## src/rtl/burst_seq_pkg.sv

```systemverilog
package burst_seq_pkg;
    typedef enum logic [2:0] {
        CMD_DESEL    = 3'd0,
        CMD_START_RD = 3'd1,
        CMD_START_WR = 3'd2,
        CMD_NEXT     = 3'd3,
        CMD_HOLD     = 3'd4
    } cmd_e;

    typedef enum logic {
        ST_OFF = 1'b0,
        ST_ON  = 1'b1
    } state_e;
endpackage

```

## src/rtl/burst_cmd_decode.sv

```systemverilog
module burst_cmd_decode
    import burst_seq_pkg::*;
(
    input  logic ce_a_n,
    input  logic ce_b,
    input  logic ce_c_n,
    input  logic strb_proc_n,
    input  logic strb_ctl_n,
    input  logic adv_n,
    input  logic wr_req,
    output cmd_e cmd_o
);
    logic enables_ok;
    logic proc_eff;

    always_comb begin
        enables_ok = !ce_a_n && ce_b && !ce_c_n;
        proc_eff   = !strb_proc_n && !ce_a_n;
        if (proc_eff) begin
            cmd_o = enables_ok ? CMD_START_RD : CMD_DESEL;
        end else if (!strb_ctl_n) begin
            if (!enables_ok)  cmd_o = CMD_DESEL;
            else if (wr_req)  cmd_o = CMD_START_WR;
            else              cmd_o = CMD_START_RD;
        end else begin
            cmd_o = adv_n ? CMD_HOLD : CMD_NEXT;
        end
    end
endmodule

```

## src/rtl/burst_addr_counter.sv

```systemverilog
module burst_addr_counter #(
    parameter int ADDR_W = 16,
    parameter int BEAT_W = 2
) (
    input  logic              clk,
    input  logic              rst_n,
    input  logic              load_i,
    input  logic              step_i,
    input  logic [ADDR_W-1:0] addr_i,
    input  logic              order_i,
    output logic [ADDR_W-1:0] addr_o
);
    localparam int UP_W = ADDR_W - BEAT_W;

    logic [UP_W-1:0]   upper_q;
    logic [BEAT_W-1:0] base_q;
    logic [BEAT_W-1:0] cnt_q;
    logic              inter_q;
    logic [BEAT_W-1:0] low_w;

    always_ff @(posedge clk or negedge rst_n) begin
        if (!rst_n) begin
            upper_q <= '0;
            base_q  <= '0;
            cnt_q   <= '0;
            inter_q <= 1'b0;
        end else if (load_i) begin
            upper_q <= addr_i[ADDR_W-1:BEAT_W];
            base_q  <= addr_i[BEAT_W-1:0];
            cnt_q   <= '0;
            inter_q <= order_i;
        end else if (step_i) begin
            cnt_q   <= cnt_q + 1'b1;
        end
    end

    always_comb begin
        low_w  = inter_q ? (base_q ^ cnt_q) : (base_q + cnt_q);
        addr_o = {upper_q, low_w};
    end

    // upper bits fixed within a burst
    assert_upper_fixed_R7: assert property (@(posedge clk) disable iff (!rst_n)
        !load_i |=> $stable(addr_o[ADDR_W-1:BEAT_W]));

    // suspend keeps the address
    assert_hold_addr_R9: assert property (@(posedge clk) disable iff (!rst_n)
        (!load_i && !step_i) |=> $stable(addr_o));

    // linear step adds one modulo the beat count
    assert_linear_step_R7: assert property (@(posedge clk) disable iff (!rst_n)
        (!load_i && step_i && !inter_q) |=>
            addr_o[BEAT_W-1:0] == BEAT_W'($past(addr_o[BEAT_W-1:0]) + 1'b1));

    // interleaved beat equals start XOR beat number
    assert_inter_step_R8: assert property (@(posedge clk) disable iff (!rst_n)
        (!load_i && step_i && inter_q) |=>
            (addr_o[BEAT_W-1:0] ^ base_q) == BEAT_W'($past(cnt_q) + 1'b1));
endmodule

```

## src/rtl/burst_seq_top.sv

```systemverilog
module burst_seq_top
    import burst_seq_pkg::*;
#(
    parameter int ADDR_W = 16,
    parameter int BEAT_W = 2
) (
    input  logic              clk,
    input  logic              rst_n,
    input  logic [ADDR_W-1:0] addr_i,
    input  logic              ce_a_n,
    input  logic              ce_b,
    input  logic              ce_c_n,
    input  logic              strb_proc_n,
    input  logic              strb_ctl_n,
    input  logic              adv_n,
    input  logic              wr_req,
    input  logic              order_sel,
    output logic [ADDR_W-1:0] mem_addr,
    output logic              cyc_vld,
    output logic              cyc_wr,
    output logic              cyc_desel
);
    cmd_e   cmd_w;
    state_e state_q;
    state_e state_d;
    logic   load_w;
    logic   step_w;

    burst_cmd_decode u_dec (
        .ce_a_n      (ce_a_n),
        .ce_b        (ce_b),
        .ce_c_n      (ce_c_n),
        .strb_proc_n (strb_proc_n),
        .strb_ctl_n  (strb_ctl_n),
        .adv_n       (adv_n),
        .wr_req      (wr_req),
        .cmd_o       (cmd_w)
    );

    always_comb begin
        state_d = state_q;
        unique case (cmd_w)
            CMD_START_RD, CMD_START_WR: state_d = ST_ON;
            CMD_DESEL:                  state_d = ST_OFF;
            default:                    state_d = state_q;
        endcase
        load_w = (cmd_w == CMD_START_RD) || (cmd_w == CMD_START_WR);
        step_w = (cmd_w == CMD_NEXT) && (state_q == ST_ON);
    end

    always_ff @(posedge clk or negedge rst_n) begin
        if (!rst_n) state_q <= ST_OFF;
        else        state_q <= state_d;
    end

    always_ff @(posedge clk or negedge rst_n) begin
        if (!rst_n) begin
            cyc_vld <= 1'b0;
            cyc_wr  <= 1'b0;
        end else begin
            unique case (cmd_w)
                CMD_START_RD: begin cyc_vld <= 1'b1; cyc_wr <= 1'b0; end
                CMD_START_WR: begin cyc_vld <= 1'b1; cyc_wr <= 1'b1; end
                CMD_DESEL:    begin cyc_vld <= 1'b0; cyc_wr <= 1'b0; end
                default: begin
                    cyc_vld <= (state_q == ST_ON);
                    cyc_wr  <= (state_q == ST_ON) && wr_req;
                end
            endcase
        end
    end

    assign cyc_desel = (state_q == ST_OFF);

    burst_addr_counter #(.ADDR_W(ADDR_W), .BEAT_W(BEAT_W)) u_cnt (
        .clk     (clk),
        .rst_n   (rst_n),
        .load_i  (load_w),
        .step_i  (step_w),
        .addr_i  (addr_i),
        .order_i (order_sel),
        .addr_o  (mem_addr)
    );

    // deselect and a valid cycle never coincide
    assert_desel_excl_R5: assert property (@(posedge clk) disable iff (!rst_n)
        !(cyc_desel && cyc_vld));

    // processor strobe start is always a read at the external address
    assert_proc_read_R2: assert property (@(posedge clk) disable iff (!rst_n)
        (!strb_proc_n && !ce_a_n && ce_b && !ce_c_n) |=>
            (cyc_vld && !cyc_wr && mem_addr == $past(addr_i)));

    // effective strobe with an inactive enable deselects
    assert_enable_fail_R5: assert property (@(posedge clk) disable iff (!rst_n)
        (((!strb_proc_n && !ce_a_n) || !strb_ctl_n) && !(!ce_a_n && ce_b && !ce_c_n))
            |=> (cyc_desel && !cyc_vld));

    // idle strobes while deselected give no cycle
    assert_idle_off_R10: assert property (@(posedge clk) disable iff (!rst_n)
        (cyc_desel && (strb_proc_n || ce_a_n) && strb_ctl_n) |=> (cyc_desel && !cyc_vld));
endmodule

```

## config.mk

```make
export PLATFORM = sky130hd
export DESIGN_NAME = burst_seq_top
export DESIGN_NICKNAME = d
export VERILOG_FILES = /design/src/rtl/burst_seq_pkg.sv /design/src/rtl/burst_cmd_decode.sv /design/src/rtl/burst_addr_counter.sv /design/src/rtl/burst_seq_top.sv
export SDC_FILE = /design/constraint.sdc
export NUM_CORES = 1
export LEC_CHECK = 0
export BUFFER_PORTS_ARGS = -buffer_cell sky130_fd_sc_hd__buf_2
export CORE_MARGIN = 3
export CORE_UTILIZATION = 46
export CTS_CLUSTER_DIAMETER = 30
export DETAILED_ROUTE_END_ITERATION = 7
export MAX_ROUTING_LAYER = met4
export PLACE_DENSITY = 0.85
export SETUP_SLACK_MARGIN = 0.4
export SYNTH_ARGS = -nofsm -noshare
export SYNTH_HDL_FRONTEND = slang
export SYNTH_SLANG_ARGS = --single-unit
export TNS_END_PERCENT = 50
```

## constraint.sdc

```tcl
create_clock -name clk -period 2.5 [get_ports clk]
set_input_delay 0.5 -clock clk [delete_from_list [all_inputs] [get_ports clk]]
set_output_delay 0.5 -clock clk [all_outputs]
set_load 0.005 [all_outputs]
```

==> impl_metrics.csv <==
group,metric,value,unit
status,run_status,"finished clean",
detailed_routing,wire_per_inst,12.5,µm
run,cap_violations,0,
floorplan,die_x,49.6,µm
cts,cts_tree,"done",
placement,dp_hpwl,1.29,mm
final_layout,nFillCells,159,
critical_path,critPathTopFamily,"flip-flops",
detailed_routing,vias_per_cell,4.84,
final_layout,multiInputGateArea,322,µm²
cts,post_cts_buffers,0,
detailed_routing,drt-total-wl,1.65,mm
global_routing,grt_overflow,0,
sta,fin_crit,1780,ps
synth,yosysUniqueCellTypes,17,
synth,yosys_warnings,0,
power_and_ir_drop,seq_power_share,56.1,%
sta,min_period_over_period,71.4,%
sta,setup_violations,0,
sta,skew,3.40,ps
critical_path,critPathMaxStageDelay,420,ps
sta,fmax,560,MHz
critical_path,reg2reg_slack,1310,ps
cts,clock_latency,300,ps
power_and_ir_drop,pwr-share-comb,23.6,%
global_routing,grt_usage,15.6,%
detailed_routing,ant_nets,0,
synth,ys.flop_type,"dfrtp_1",
sta,hold-worst-slack,125,ps
synth,synth_async_sr_flop_share,100,%
power_and_ir_drop,cellPowerDensity,685,nW/µm²
final_layout,fin_cells,132,
cts,cts-resized-gates,0,
placement,dpl_cell_area,1110,µm²
sta,slew_headroom,70.2,%
synth,synth-edff-count,0,
power_and_ir_drop,leakagePower,0.564,nW
synth,synth_seq_cells,21,
final_layout,layout-drive-gt1-share,62.6,%
critical_path,critPathMaxFanout,4,
global_routing,grt_pass1_wl,2.76,mm
synth,syn-cell-area,873,µm²
synth,postSynthAreaPerCell,14.6,µm²
final_layout,synthToLayoutAreaGrowth,30.1,%
detailed_routing,vias,639,
cts,numCtsBuffers,3,
placement,gp_congestion,0.655,
global_routing,antenna_found_initial,0,
power_and_ir_drop,sw_frac_of_total,25.5,%
cts,clock_sinks,21,
cts,clkTransAtPathRegs,110,ps
floorplan,die_h,49.6,µm
detailed_routing,drt_iter0_markers,2,
power_and_ir_drop,power_frac_clock,20.3,%
sta,setup_slack,715,ps
final_layout,seqCellArea,526,µm²
critical_path,critPathSlowestCell,"dfrtp_1",
sta,setup-tns-final,0,ps
power_and_ir_drop,internal_power,0.579,mW
cts,ctsHoldBuffers,0,
sta,drv_slew,0,
floorplan,core-area,1760,µm²
sta,worst_pin_slew,447,ps
final_layout,antenna_cells,0,
synth,seq_area_frac_synth,60.2,%
critical_path,cp-start-kind,"register",
final_layout,nNetsFinal,135,
synth,syn_inst,60,
power_and_ir_drop,worst_ir_drop_vdd,433,µV
cts,cts.htree.levels,1,
critical_path,path_buf_inv,1,
final_layout,final_cell_area,1140,µm²
critical_path,cp.arrival,1280,ps
floorplan,dieArea,2460,µm²
sta,hold_viol,0,
detailed_routing,remaining_drc_errors,0,
power_and_ir_drop,switchingPower,0.199,mW
critical_path,crit_chain,"ha_1, nor2b_1, xnor2_1, buf_2",
global_routing,grt_max_degree,22,
synth,syn-num-nets,87,
floorplan,top_level_ports,45,
cts,cts_root_buf,"clkbuf_4",
placement,io_buffers,44,
critical_path,crit_type,"register to output pin",
detailed_routing,firstDrtPassIters,2,
global_routing,grt_pass1_vias,670,
floorplan,initial_utilization,49.5,%
floorplan,rows,15,
placement,dp_slack,593,ps
critical_path,critPathCaptureType,"output pin",
critical_path,cp.required,2000,ps
sta,rsz0062_at_grt,"no",
placement,placed_cells,128,
min_path,holdCritPathClass,"primary input to asynchronous set/reset pin",
cts,cts_buffer_depth,2,
==> cell type report <==
cell class / instances / area share [%]
timing repair buffer: 45 / 20.0
inverter: 1 / 0.330
multi-input combinational: 36 / 28.3
sequential: 21 / 46.3
tap: 25 / 2.75
clock buffer: 4 / 2.31
==> path summary, 6_finish.rpt <==
kind	start	end	depth (start not counted)
max	u_cnt.cnt_q[0]	mem_addr[1]	4
max reg2reg	cyc_vld	u_cnt.cnt_q[1]	3
min reg2reg	u_cnt.upper_q[5]	u_cnt.upper_q[5]	1
min in group clk	addr_i[3]	u_cnt.upper_q[1]	2
max in group asynchronous	rst_n	u_cnt.upper_q[5]	1
min	rst_n	u_cnt.upper_q[11]	1
==> cell usage after synthesis (all sizes together) (2+ instances only) <==
cell type  count  share of area (%)
mux2          17                 22
a21oi          3                2.1
dfrtp         21                 60
xnor2          2                2.0
or3            2                1.4
buf            2                2.6
nand2b         2                1.4
o21ai          3                1.7
==> cell families after synthesis <==
logic type,count (synthesis),synth area share (%)
buf+inv,3,3.01
simple gates,8,5.73
xor+xnor,2,2.01
fa+ha+maj,1,1.43
mux,17,21.9
compound gates,8,5.73
flops,21,60.2
==> through the flow <==
| stage | utilization (%) | power [mW] |
|---|---|---|
| floorplan | - | 0.530 |
| global placement | 62.9 | 0.621 |
| detailed placement | 62.9 | 0.631 |
| CTS | 64.4 | 0.790 |
| global route | 64.4 | 0.828 |
| finish | 64.4 | 0.778 |
==> registers in the layout, summed over array words and instances (netlist names) <==
signal and flops:
u_cnt.inter_q 1, cyc_vld 1, cyc_wr 1, u_cnt.upper_q 14, u_cnt.cnt_q 2, u_cnt.base_q 2
==> cell usage in the layout (no fill, tap or decap) <==
master    netlist  routed
buf_2           0      44
dfrtp_1        21      21
mux2_2         17      17
o21ai_0         3       3
clkbuf_4        0       3
xnor2_1         2       2
or3_1           2       2
a21oi_1         2       2
nand2b_1        2       2
or3b_1          1       1
nand2_1         1       1
a31o_2          1       1
and3_1          1       1
nor2b_1         1       1
inv_1           1       1
a21oi_2         1       1
o211ai_1        1       1
ha_1            1       1
clkbuf_1        0       1
buf_4           0       1
==> power by group through the flow <==
stage          clock [mW]  combinational [mW]  sequential (mW)
2_1_floorplan           0              0.0842            0.446
3_3_place_gp            0               0.181            0.441
3_5_place_dp            0               0.188            0.443
4_1_cts             0.164               0.188            0.437
5_1_grt             0.178               0.204            0.447
6_report            0.158               0.183            0.436
==> metal layers <==
layer  wire length (µm)  up-vias  share of wire (%)  global-route usage, %
met4                 41        0                2.5                   8.29
met2                900       20                 55                   27.1
met5                  0        -                  0                      -
li1                   -      309                  -                      -
met3                100        5                6.1                   4.53
met1                606      305                 37                   15.6
Note: power is estimated with default switching activity, not from simulation.
